==> src/rtl/wkb_pkg.sv <==
package wkb_pkg;
  parameter int WORD_W = 32;
  parameter int KEY_W  = 256;
  parameter int NSLOT  = 2;
  localparam int SLOT_MAC = 0;
  localparam int SLOT_AES = 1;
  localparam int WORDS    = KEY_W / WORD_W;
  localparam int HALF     = WORDS / 2;
  localparam int IDX_W    = $clog2(WORDS);
  localparam int SLOT_W   = (NSLOT > 1) ? $clog2(NSLOT) : 1;
  typedef logic [WORD_W-1:0] word_t;
  typedef logic [KEY_W-1:0]  key_t;
endpackage

==> src/rtl/wkb_bus_decode.sv <==
module wkb_bus_decode
  import wkb_pkg::*;
#(
  parameter int ADDR_W  = 6,
  parameter int ID_W    = 4,
  parameter int AUTH_ID = 3
) (
  input  logic              req_i,
  input  logic              we_i,
  input  logic [ADDR_W-1:0] addr_i,
  input  word_t             wdata_i,
  input  logic [ID_W-1:0]   id_i,
  input  logic [NSLOT-1:0]  slot_256_i,
  output logic [NSLOT-1:0]  word_we_o,
  output logic [IDX_W-1:0]  word_idx_o,
  output logic [NSLOT-1:0]  cfg_we_o,
  output logic              cfg_256_o,
  output logic              zero_o,
  output logic              err_o,
  output logic              auth_wr_o
);
  localparam int WRGN   = NSLOT * WORDS;
  localparam int CFG_B  = WRGN;
  localparam int ZADDR  = WRGN + NSLOT;

  logic wr, auth, cfg_hit;

  assign wr         = req_i && we_i;
  assign auth       = (id_i == ID_W'(AUTH_ID));
  assign auth_wr_o  = wr && auth;
  assign word_idx_o = addr_i[IDX_W-1:0];
  assign cfg_256_o  = wdata_i[0];

  always_comb begin
    word_we_o = '0;
    cfg_we_o  = '0;
    zero_o    = 1'b0;
    err_o     = 1'b0;
    cfg_hit   = 1'b0;
    if (wr && !auth) begin
      err_o = 1'b1;
    end else if (wr) begin
      if (addr_i < ADDR_W'(WRGN)) begin
        for (int s = 0; s < NSLOT; s++) begin
          if (addr_i[IDX_W +: SLOT_W] == SLOT_W'(s)) begin
            if (!slot_256_i[s] && addr_i[IDX_W-1]) err_o = 1'b1;
            else word_we_o[s] = 1'b1;
          end
        end
      end else if (addr_i == ADDR_W'(ZADDR)) begin
        zero_o = wdata_i[0];
      end else begin
        for (int s = 0; s < NSLOT; s++) begin
          if (addr_i == ADDR_W'(CFG_B + s)) begin
            cfg_we_o[s] = 1'b1;
            cfg_hit     = 1'b1;
          end
        end
        if (!cfg_hit) err_o = 1'b1;
      end
    end
  end
endmodule

==> src/rtl/wkb_key_slot.sv <==
module wkb_key_slot
  import wkb_pkg::*;
(
  input  logic             clk,
  input  logic             rst_n,
  input  logic             zero_i,
  input  logic             cfg_we_i,
  input  logic             cfg_256_i,
  input  logic             word_we_i,
  input  logic [IDX_W-1:0] word_idx_i,
  input  word_t            word_i,
  input  logic             ld_we_i,
  input  logic             ld_256_i,
  input  key_t             ld_key_i,
  output key_t             key_o,
  output logic             valid_o,
  output logic             is256_o
);
  key_t             key_q, wr_key;
  logic [WORDS-1:0] mask_q, wr_mask, need;
  logic             valid_q, big_q;

  assign need = big_q ? {WORDS{1'b1}} : {{(WORDS-HALF){1'b0}}, {HALF{1'b1}}};

  always_comb begin
    wr_key  = valid_q ? '0 : key_q;
    wr_mask = valid_q ? '0 : mask_q;
    wr_key[word_idx_i*WORD_W +: WORD_W] = word_i;
    wr_mask = wr_mask | (WORDS'(1) << word_idx_i);
  end

  always_ff @(posedge clk or negedge rst_n) begin
    if (!rst_n) begin
      key_q   <= '0;
      mask_q  <= '0;
      valid_q <= 1'b0;
      big_q   <= 1'b0;
    end else if (zero_i) begin
      key_q   <= '0;
      mask_q  <= '0;
      valid_q <= 1'b0;
      big_q   <= 1'b0;
    end else if (ld_we_i) begin
      key_q   <= ld_256_i ? ld_key_i : {{(KEY_W/2){1'b0}}, ld_key_i[KEY_W/2-1:0]};
      mask_q  <= '1;
      valid_q <= 1'b1;
      big_q   <= ld_256_i;
    end else if (cfg_we_i) begin
      key_q   <= '0;
      mask_q  <= '0;
      valid_q <= 1'b0;
      big_q   <= cfg_256_i;
    end else if (word_we_i) begin
      key_q   <= wr_key;
      mask_q  <= wr_mask;
      valid_q <= ((wr_mask & need) == need);
    end
  end

  assign key_o   = valid_q ? key_q : '0;
  assign valid_o = valid_q;
  assign is256_o = big_q;

  AST_ZERO_WIPES: assert property (@(posedge clk) disable iff (!rst_n)
    zero_i |=> (key_q == '0 && !valid_q && !big_q));
  AST_LOAD_SETS_VALID: assert property (@(posedge clk) disable iff (!rst_n)
    (ld_we_i && !zero_i) |=> valid_q);
  AST_SHORT_UPPER_CLEAR: assert property (@(posedge clk) disable iff (!rst_n)
    (valid_q && !big_q) |-> key_q[KEY_W-1:KEY_W/2] == '0);
  AST_CFG_DROPS_VALID: assert property (@(posedge clk) disable iff (!rst_n)
    (cfg_we_i && !zero_i && !ld_we_i) |=> !valid_q);
  AST_RESTART_DROPS: assert property (@(posedge clk) disable iff (!rst_n)
    (valid_q && word_we_i && !zero_i && !ld_we_i && !cfg_we_i) |=> !valid_q);
endmodule

==> src/rtl/wo_key_bank.sv <==
module wo_key_bank
  import wkb_pkg::*;
#(
  parameter int ADDR_W  = 6,
  parameter int ID_W    = 4,
  parameter int AUTH_ID = 3
) (
  input  logic              clk,
  input  logic              rst_n,
  input  logic              bus_req,
  input  logic              bus_we,
  input  logic [ADDR_W-1:0] bus_addr,
  input  logic [WORD_W-1:0] bus_wdata,
  input  logic [ID_W-1:0]   bus_id,
  output logic              bus_rsp_valid,
  output logic              bus_rsp_err,
  output logic [WORD_W-1:0] bus_rdata,
  input  logic              ld_valid,
  output logic              ld_ready,
  input  logic              ld_slot,
  input  logic              ld_256,
  input  logic [KEY_W-1:0]  ld_key,
  output logic [KEY_W-1:0]  mac_key,
  output logic              mac_key_valid,
  output logic              mac_key_256,
  output logic [KEY_W-1:0]  aes_key,
  output logic              aes_key_valid,
  output logic              aes_key_256
);
  logic [NSLOT-1:0] word_we, cfg_we, slot_256, slot_valid, ld_we;
  logic [IDX_W-1:0] word_idx;
  logic             cfg_256, zero, err, auth_wr, ld_fire;
  key_t             slot_key [NSLOT];
  logic             rsp_v_q, rsp_e_q;

  wkb_bus_decode #(.ADDR_W(ADDR_W), .ID_W(ID_W), .AUTH_ID(AUTH_ID)) u_dec (
    .req_i(bus_req), .we_i(bus_we), .addr_i(bus_addr), .wdata_i(bus_wdata),
    .id_i(bus_id), .slot_256_i(slot_256), .word_we_o(word_we),
    .word_idx_o(word_idx), .cfg_we_o(cfg_we), .cfg_256_o(cfg_256),
    .zero_o(zero), .err_o(err), .auth_wr_o(auth_wr)
  );

  assign ld_ready = !auth_wr;
  assign ld_fire  = ld_valid && ld_ready;

  for (genvar s = 0; s < NSLOT; s++) begin : g_slot
    assign ld_we[s] = ld_fire && (ld_slot == SLOT_W'(s));
    wkb_key_slot u_slot (
      .clk(clk), .rst_n(rst_n), .zero_i(zero),
      .cfg_we_i(cfg_we[s]), .cfg_256_i(cfg_256),
      .word_we_i(word_we[s]), .word_idx_i(word_idx), .word_i(bus_wdata),
      .ld_we_i(ld_we[s]), .ld_256_i(ld_256), .ld_key_i(ld_key),
      .key_o(slot_key[s]), .valid_o(slot_valid[s]), .is256_o(slot_256[s])
    );
  end

  always_ff @(posedge clk or negedge rst_n) begin
    if (!rst_n) begin
      rsp_v_q <= 1'b0;
      rsp_e_q <= 1'b0;
    end else begin
      rsp_v_q <= bus_req;
      rsp_e_q <= bus_req && err;
    end
  end

  assign bus_rsp_valid = rsp_v_q;
  assign bus_rsp_err   = rsp_e_q;
  assign bus_rdata     = '0;

  assign mac_key       = slot_key[SLOT_MAC];
  assign mac_key_valid = slot_valid[SLOT_MAC];
  assign mac_key_256   = slot_256[SLOT_MAC];
  assign aes_key       = slot_key[SLOT_AES];
  assign aes_key_valid = slot_valid[SLOT_AES];
  assign aes_key_256   = slot_256[SLOT_AES];

  AST_RSP_NEXT_CYCLE: assert property (@(posedge clk) disable iff (!rst_n)
    bus_req |=> bus_rsp_valid);
  AST_FOREIGN_WRITE_ERR: assert property (@(posedge clk) disable iff (!rst_n)
    (bus_req && bus_we && bus_id != ID_W'(AUTH_ID)) |=> bus_rsp_err);
  AST_FOREIGN_WRITE_INERT: assert property (@(posedge clk) disable iff (!rst_n)
    (bus_req && bus_we && bus_id != ID_W'(AUTH_ID) && !ld_valid)
      |=> ($stable(mac_key) && $stable(aes_key) && $stable(mac_key_valid)
           && $stable(aes_key_valid) && $stable(mac_key_256) && $stable(aes_key_256)));
  AST_READ_NO_ERR: assert property (@(posedge clk) disable iff (!rst_n)
    (bus_req && !bus_we) |=> !bus_rsp_err);
endmodule

==> config.mk <==
export PLATFORM = sky130hd
export DESIGN_NAME = wo_key_bank
export DESIGN_NICKNAME = d
export VERILOG_FILES = /design/src/rtl/wkb_pkg.sv /design/src/rtl/wkb_bus_decode.sv /design/src/rtl/wkb_key_slot.sv /design/src/rtl/wo_key_bank.sv
export SDC_FILE = /design/constraint.sdc
export NUM_CORES = 1
export LEC_CHECK = 0
export BUFFER_PORTS_ARGS = -buffer_cell sky130_fd_sc_hd__buf_4
export CORE_AREA = 2 2 338 340
export DETAILED_ROUTE_END_ITERATION = 8
export DIE_AREA = 0 0 340 342
export SLEW_MARGIN = 10
export SYNTH_ARGS = -nofsm -noshare
export SYNTH_HDL_FRONTEND = slang
export SYNTH_SLANG_ARGS = --single-unit
==> constraint.sdc <==
create_clock -name clk -period 3.4 [get_ports clk]
set_clock_uncertainty 0.1 [all_clocks]
set_input_delay 0.34 -clock clk [delete_from_list [all_inputs] [get_ports clk]]
set_output_delay 0.34 -clock clk [all_outputs]
set_load 0.03 [all_outputs]
### After elaboration in Yosys (flattened, before gate mapping)

Cells that the tools add are included.

| cells by class | value |
|---|---|
| add/sub/neg operators | 1 |
| multipliers | 0 |
| divide/modulo/power cells | 0 |
| order comparisons | 1 |
| eq/ne operators | 6 |
| shift-type cells | 3 |
| multiplexer cells | 72 |
| bitwise logic cells | 5 |
| reductions and logical operators | 17 |

Operators by type and width:

| cell | number |
|---|---|
| $mux W256 | 13 |
| $bwmux W256 | 2 |
| $shift A32 B34 Y256 const A | 1 |
| $shiftx A32 B34 Y256 | 1 |
| $mux W8 | 12 |
| $mux W1 | 38 |
| $neg A8 Y34 | 1 |
| $eq A6 B5 Y1 const B | 3 |
| $and A8 B8 Y8 | 2 |
| $eq A8 B8 Y1 | 2 |
| $or A8 B8 Y8 | 2 |
| $mux W2 | 7 |
| $logic_and A1 B1 Y1 | 9 |
| $reduce_bool A4 Y1 | 2 |
| $shl A1 B3 Y8 const A | 1 |
| $lt A6 B5 Y1 const B | 1 |
| $reduce_bool A3 Y1 | 2 |
| $eq A4 B2 Y1 const B | 1 |
| $logic_not A1 Y1 | 4 |
| $not A1 Y1 | 1 |

| storage, ports and cells | value |
|---|---|
| flip-flop bits (word level) | 534 |
| latch bits | 0 |
| memory bits (writable) | 0 |
| ROM bits | 0 |
| input bits | 305 |
| output and inout port bits | 551 |
| logic and storage cells | 115 |
| memories kept | 0 |

### Logic depth before layout (Yosys ltp)

| depth | value |
|---|---|
| depth after elaboration | 13 |
| depth in mapped cells | 12 |
| gate-level depth less buffers | 8 |

### Hierarchy

A second synthesis with hierarchy kept.

| second synthesis, totals | value |
|---|---|
| cells, all modules | 2759 |
| area, all modules | 28506.1 um2 |

By module, submodules not included:

| module | times used | cells each | area an instance (um2) | sequential area each (um2) |
|---|---|---|---|---|
| wkb_key_slot (g_slot[1].u_slot) | 1 | 1383 | 14142.3 | 6656.4 |
| wkb_key_slot (g_slot[0].u_slot) | 1 | 1312 | 13858.3 | 6656.4 |
| wo_key_bank | 1 | 39 | 320.3 | 50.0 |
| wkb_bus_decode | 1 | 25 | 185.2 | 0.0 |

### Worst setup path before layout

No wires, ideal clock.

| timing | value |
|---|---|
| path kind | input port to flip-flop |
| start point | in bus_addr[0] |
| end point | reg g_slot[1].u_slot.key_q[139] |
| setup time | 0.121 ns |
| arrival time | 2.744 ns |
| data required time | 3.179 ns |
| setup slack | 0.435 ns |
| stages on the path | 11 |
| buffers on the path | 3 |
| path through | clkbuf_1 -> inv_1 -> ha_1 -> ha_1 -> clkbuf_1 -> nor3b_1 -> nand2_1 -> a211oi_1 -> clkbuf_1 -> a21oi_1 -> o22a_1 |

| between the ends | value |
|---|---|
| longest elaborated chain between the ends | 9 |
| elaborated cells on any way between the ends | 24 |
| those cells by class | 1 x add/sub; 1 x order compare; 2 x eq/ne; 2 x shift; 17 x mux; 1 x reduce/logical |

RTL lines:

| item | RTL line | source |
|---|---|---|
| from (decl) | wo_key_bank.sv:12 | `input logic [ADDR_W-1:0] bus_addr,` |
| branches (longest 9 deep; another with $neg A8 Y34) | -- |  |
| to (signal assigned) | wkb_key_slot.sv:44 | `key_q <= ld_256_i ? ld_key_i : {{(KEY_W/2){1'b0}}, ld_key_i[KEY_W/2-1:0]};` |
| to (signal assigned) | wkb_key_slot.sv:54 | `key_q <= wr_key;` |
| to (decl) | wkb_key_slot.sv:19 | `key_t key_q, wr_key;` |

Several ways; the timed one is not identified. The select of a mux whose other input is x is not followed.
A chain may end at the register's enable or synchronous reset.

### Worst setup path after layout

| timing | value |
|---|---|
| start point | in bus_req |
| end point | out ld_ready |

| between the ends | value |
|---|---|
| longest elaborated chain between the ends | 3 |

RTL lines:

| item | RTL line | source |
|---|---|---|
| from (decl) | wo_key_bank.sv:10 | `input logic bus_req,` |
| $logic_and A1 B1 Y1 | wkb_bus_decode.sv:28 | `assign wr = req_i && we_i;` |
| $logic_and A1 B1 Y1 | wkb_bus_decode.sv:30 | `assign auth_wr_o = wr && auth;` |
| $logic_not A1 Y1 | wo_key_bank.sv:43 | `assign ld_ready = !auth_wr;` |
| to (decl) | wo_key_bank.sv:19 | `output logic ld_ready,` |

No other way between the ends.

==> results.toml <==
[clock_network]
clkSlewWorstSetupHoldPaths_ns = 0.05
cts.hold.buffers_added = 246
cts_resized = 0
h-tree-depth = 3
cts_root_buffer = "sky130_fd_sc_hd__clkbuf_16"
cts_buffers = 68
clock_tree_from_tritoncts = "yes"
clock_sinks = 534
clock_path_buffers = 3
post-cts-setup-buffer-count = 0
clock_latency_ns = 0.65

[sta]
maxSlewViolCount = 0
worst_case_setup_margin_in_the_final_layout_ns = 0.2416
worst-slew-pin-transition_ns = 1.142
max_clk_rate_mhz = 316.6
final-setup-viol-count = 0
rsz0062_at_grt = "false"
holdWs_ns = 0.05097
relSlewSlack_pct = 23.82
timing_hold_violations_final = 0
final.setup.tns_ns = 0
fin_crit_sh_pct = 92.90
post-route-min-period_ns = 3.158

[routing]
detail_route.iter0.violations = 3716
post_detailed_routing_wire_length_um = 179200
via_count = 34146
detail_route.vias_per_cell = 5.787
wire_per_inst_um = 30.37
detailroute.wirelength.met2_um = 81050
ant_nets = 0
detailedRoute.firstPassIterationCount = 6
drt_drc_violations_left = 0
met3_wirelength_um = 18750
drt-met1-wl_um = 69690
routed.top_layer = "met5"

[flow_run]
timing.max_cap.violations = 0

[floorplanning]
boundaryPins = 856
initial_core_util_pct = 27.91
fp.dieArea_um2 = 116300
fp.coreArea_um2 = 113100
fp-row-count = 124
die_y_um = 342
fp.dieW_um = 340

[placement]
dp_worst_setup_slack_ns = 0.09300
weighted_congestion_reported_at_the_end_of_routability_driven_placement = 0.8902
number_of_cells_in_the_design_after_placement = 5528
portBuffers = 823
hpwl_um = 117500

[synthesis]
synth_async_sr_flop_share_pct = 100.0
yosys.area_share.simple_pct = 18.32
synth_warnings = 0
synth.cell_area_um2 = 31570
synthesis.instances = 3486
edff_count_synth = 0
xor_xnor_cell_area_share_of_the_yosys_netlist_pct = 0
ys_types = 79
post_synth.cell_area_avg_um2 = 9.056
flop_and_latch_count_out_of_synthesis = 534
synth_mux_area_share_pct = 3.238
synth_compound_area_share_pct = 29.09
synth_top_family_by_area = "compound AO/OA/AOI/OAI gates"
yosysSeqAreaShare_pct = 42.33
synth_flop_cell = "sky130_fd_sc_hd__dfrtp_1"
adder_and_majority_cell_fraction_of_the_synthesized_area_pct = 0.2774

[critical_path]
crit_path_dat_ns = 2.72
worstSetupEndpointType = "output pin"
path_class = "in -> out"
crit_required_ns = 2.96
setup.worst_path.start_class = "input pin"
path_max_fanout = 110

[outcome]
status = "finished clean"

[layout]
layout_nets = 4644
area.growth.synth_to_final_pct = 41.74
post_route_cells_drive_above_1_share_pct = 28.33
layout_commonest_cell = "sky130_fd_sc_hd__buf_4"
most-common-layout-cells = "sky130_fd_sc_hd__buf_4 (936), sky130_fd_sc_hd__and2_1 (543), sky130_fd_sc_hd__dfrtp_1 (532)"
final_core_util_pct = 39.56
layoutNonFillerInstCount = 5900

[grt]
first_pass_grt_wire_length_um = 249400
antenna_found_initial = 12
gr-total-overflow = 0
grt_max_degree = 140
grtUsageTotal_pct = 29.46
vias_in_the_first_global_route = 33618

[worst_hold_path]
holdCritPathClass = "in -> reg"

[pwr]
ir_worst_vdd_mv = 0.3205
cell_leakage_power_nw = 19.24
power_density_nw_per_um2 = 500.5
path summary, 6_finish.rpt:
check / from / end / slack [ns] / cells past startpoint
min in group asynchronous: rst_n / g_slot[0].u_slot.key_q[159]$_DFFE_PN0P_ / 0.28 / 2
worst max-delay path: bus_req / ld_ready / 0.24 / 7
max in group asynchronous: rst_n / g_slot[0].u_slot.key_q[81]$_DFFE_PN0P_ / 1.89 / 3
worst max register to register: g_slot[1].u_slot.is256_o$_DFFE_PN0P_ / g_slot[1].u_slot.key_q[73]$_DFFE_PN0P_ / 0.67 / 5
worst min-delay path: ld_key[40] / g_slot[0].u_slot.key_q[40]$_DFFE_PN0P_ / 0.05 / 4
worst min register to register: g_slot[0].u_slot.key_q[144]$_DFFE_PN0P_ / g_slot[0].u_slot.key_q[144]$_DFFE_PN0P_ / 0.38 / 1
power breakdown:
part | internal, mW | total, mW | switching, mW
Sequential | 7.13 | 7.60 | 0.473
Combinational | 2.52 | 6.83 | 4.30
Clock | 4.71 | 7.97 | 3.25
Total | 14.4 | 22.4 | 8.03
per-layer routing:
| layer | global-route usage [%] | up-vias |
|---|---|---|
| met2 | 46.13 | 2225 |
| met5 | 0 | - |
| met4 | 14.77 | 14 |
| met3 | 7.945 | 415 |
| li1 | - | 14518 |
| met1 | 37.36 | 16974 |
cell families (layout without fill, tap and decap cells):
| logic type | count (synthesis) | after routing |
|---|---|---|
| buffers and inverters | 505 | 1369 |
| muxes | 91 | 91 |
| AOI/OAI and AO/OA | 1319 | 1319 |
| and+or+nand+nor | 1029 | 1029 |
| DFF | 534 | 534 |
| other | 1 | 39 |
| adders and majority gates | 7 | 7 |
cell usage after synthesis, types with 3 or more instances:
library cell / count / area [um2]
sky130_fd_sc_hd__and2_1: 542 / 3391
sky130_fd_sc_hd__dfrtp_1: 534 / 13360
sky130_fd_sc_hd__a21oi_1: 442 / 2212
sky130_fd_sc_hd__clkbuf_1: 382 / 1434
sky130_fd_sc_hd__a32oi_1: 237 / 2076
sky130_fd_sc_hd__o2bb2ai_1: 163 / 1428
sky130_fd_sc_hd__nand2_1: 145 / 544.3
sky130_fd_sc_hd__nand3_1: 140 / 700.7
sky130_fd_sc_hd__o21ai_0: 126 / 630.6
sky130_fd_sc_hd__mux2_2: 85 / 957.2
sky130_fd_sc_hd__a31oi_1: 84 / 525.5
sky130_fd_sc_hd__nor2_1: 64 / 240.2
sky130_fd_sc_hd__o22a_1: 58 / 508.0
sky130_fd_sc_hd__a22o_1: 57 / 499.2
sky130_fd_sc_hd__and3_1: 46 / 287.8
sky130_fd_sc_hd__buf_2: 40 / 200.2
sky130_fd_sc_hd__buf_4: 37 / 277.8
sky130_fd_sc_hd__a22oi_1: 32 / 240.2
sky130_fd_sc_hd__nor3_1: 28 / 140.1
sky130_fd_sc_hd__a221o_1: 24 / 240.2
sky130_fd_sc_hd__buf_1: 24 / 90.09
sky130_fd_sc_hd__a32o_1: 20 / 200.2
sky130_fd_sc_hd__nand4_1: 16 / 100.1
sky130_fd_sc_hd__inv_1: 14 / 52.55
sky130_fd_sc_hd__a21o_1: 13 / 97.59
sky130_fd_sc_hd__o211ai_1: 13 / 97.59
sky130_fd_sc_hd__nor2b_1: 9 / 56.30
sky130_fd_sc_hd__ha_1: 7 / 87.58
sky130_fd_sc_hd__o21ai_1: 7 / 35.03
sky130_fd_sc_hd__nand2b_1: 6 / 37.54
sky130_fd_sc_hd__a211oi_1: 5 / 37.54
sky130_fd_sc_hd__buf_6: 5 / 56.30
sky130_fd_sc_hd__o21ai_2: 5 / 43.79
sky130_fd_sc_hd__o22ai_1: 5 / 31.28
sky130_fd_sc_hd__a21oi_2: 4 / 35.03
sky130_fd_sc_hd__mux2_1: 4 / 45.04
sky130_fd_sc_hd__nor3b_1: 4 / 30.03
sky130_fd_sc_hd__and2_0: 3 / 18.77
sky130_fd_sc_hd__nor4_2: 3 / 37.54
sky130_fd_sc_hd__o21a_1: 3 / 22.52
sky130_fd_sc_hd__or3_1: 3 / 18.77
sky130_fd_sc_hd__or4_1: 3 / 22.52
state kept, by name, indices dropped and copies added (netlist names):
signal,count
g_slot.u_slot.key_q,512
g_slot.u_slot.mask_q,16
g_slot.u_slot.is256_o,2
g_slot.u_slot.valid_o,2
bus_rsp_err,1
bus_rsp_valid,1
critical path, cell delays in order:
cell                            delay (ns)
sky130_fd_sc_hd__dlygate4sd3_1        0.56
sky130_fd_sc_hd__buf_4                0.17
sky130_fd_sc_hd__nand2_1              0.43
sky130_fd_sc_hd__nor2_4               0.10
sky130_fd_sc_hd__inv_4                0.30
sky130_fd_sc_hd__buf_12               0.46
sky130_fd_sc_hd__buf_4                0.27
layout make-up:
type / instances / area [um2]
clock buffer: 87 / 1843
inverter: 15 / 58.81
multi-input combinational: 2478 / 16500
fill: 11338 / 68360
tap: 1512 / 1892
clock inverter: 32 / 520.5
sequential: 534 / 13370
antenna: 7 / 17.52
timing repair buffer: 1235 / 10540
per-stage QoR:
step / instance area (um2) / power [mW]
5_1_grt: 44730 / 23.12
2_1_floorplan: 31680 / 11.19
4_1_cts: 44730 / 22.45
6_report: 44740 / 22.39
3_3_place_gp: 39900 / 14.19
3_5_place_dp: 39900 / 14.23
(Power assumes the default switching activity.)
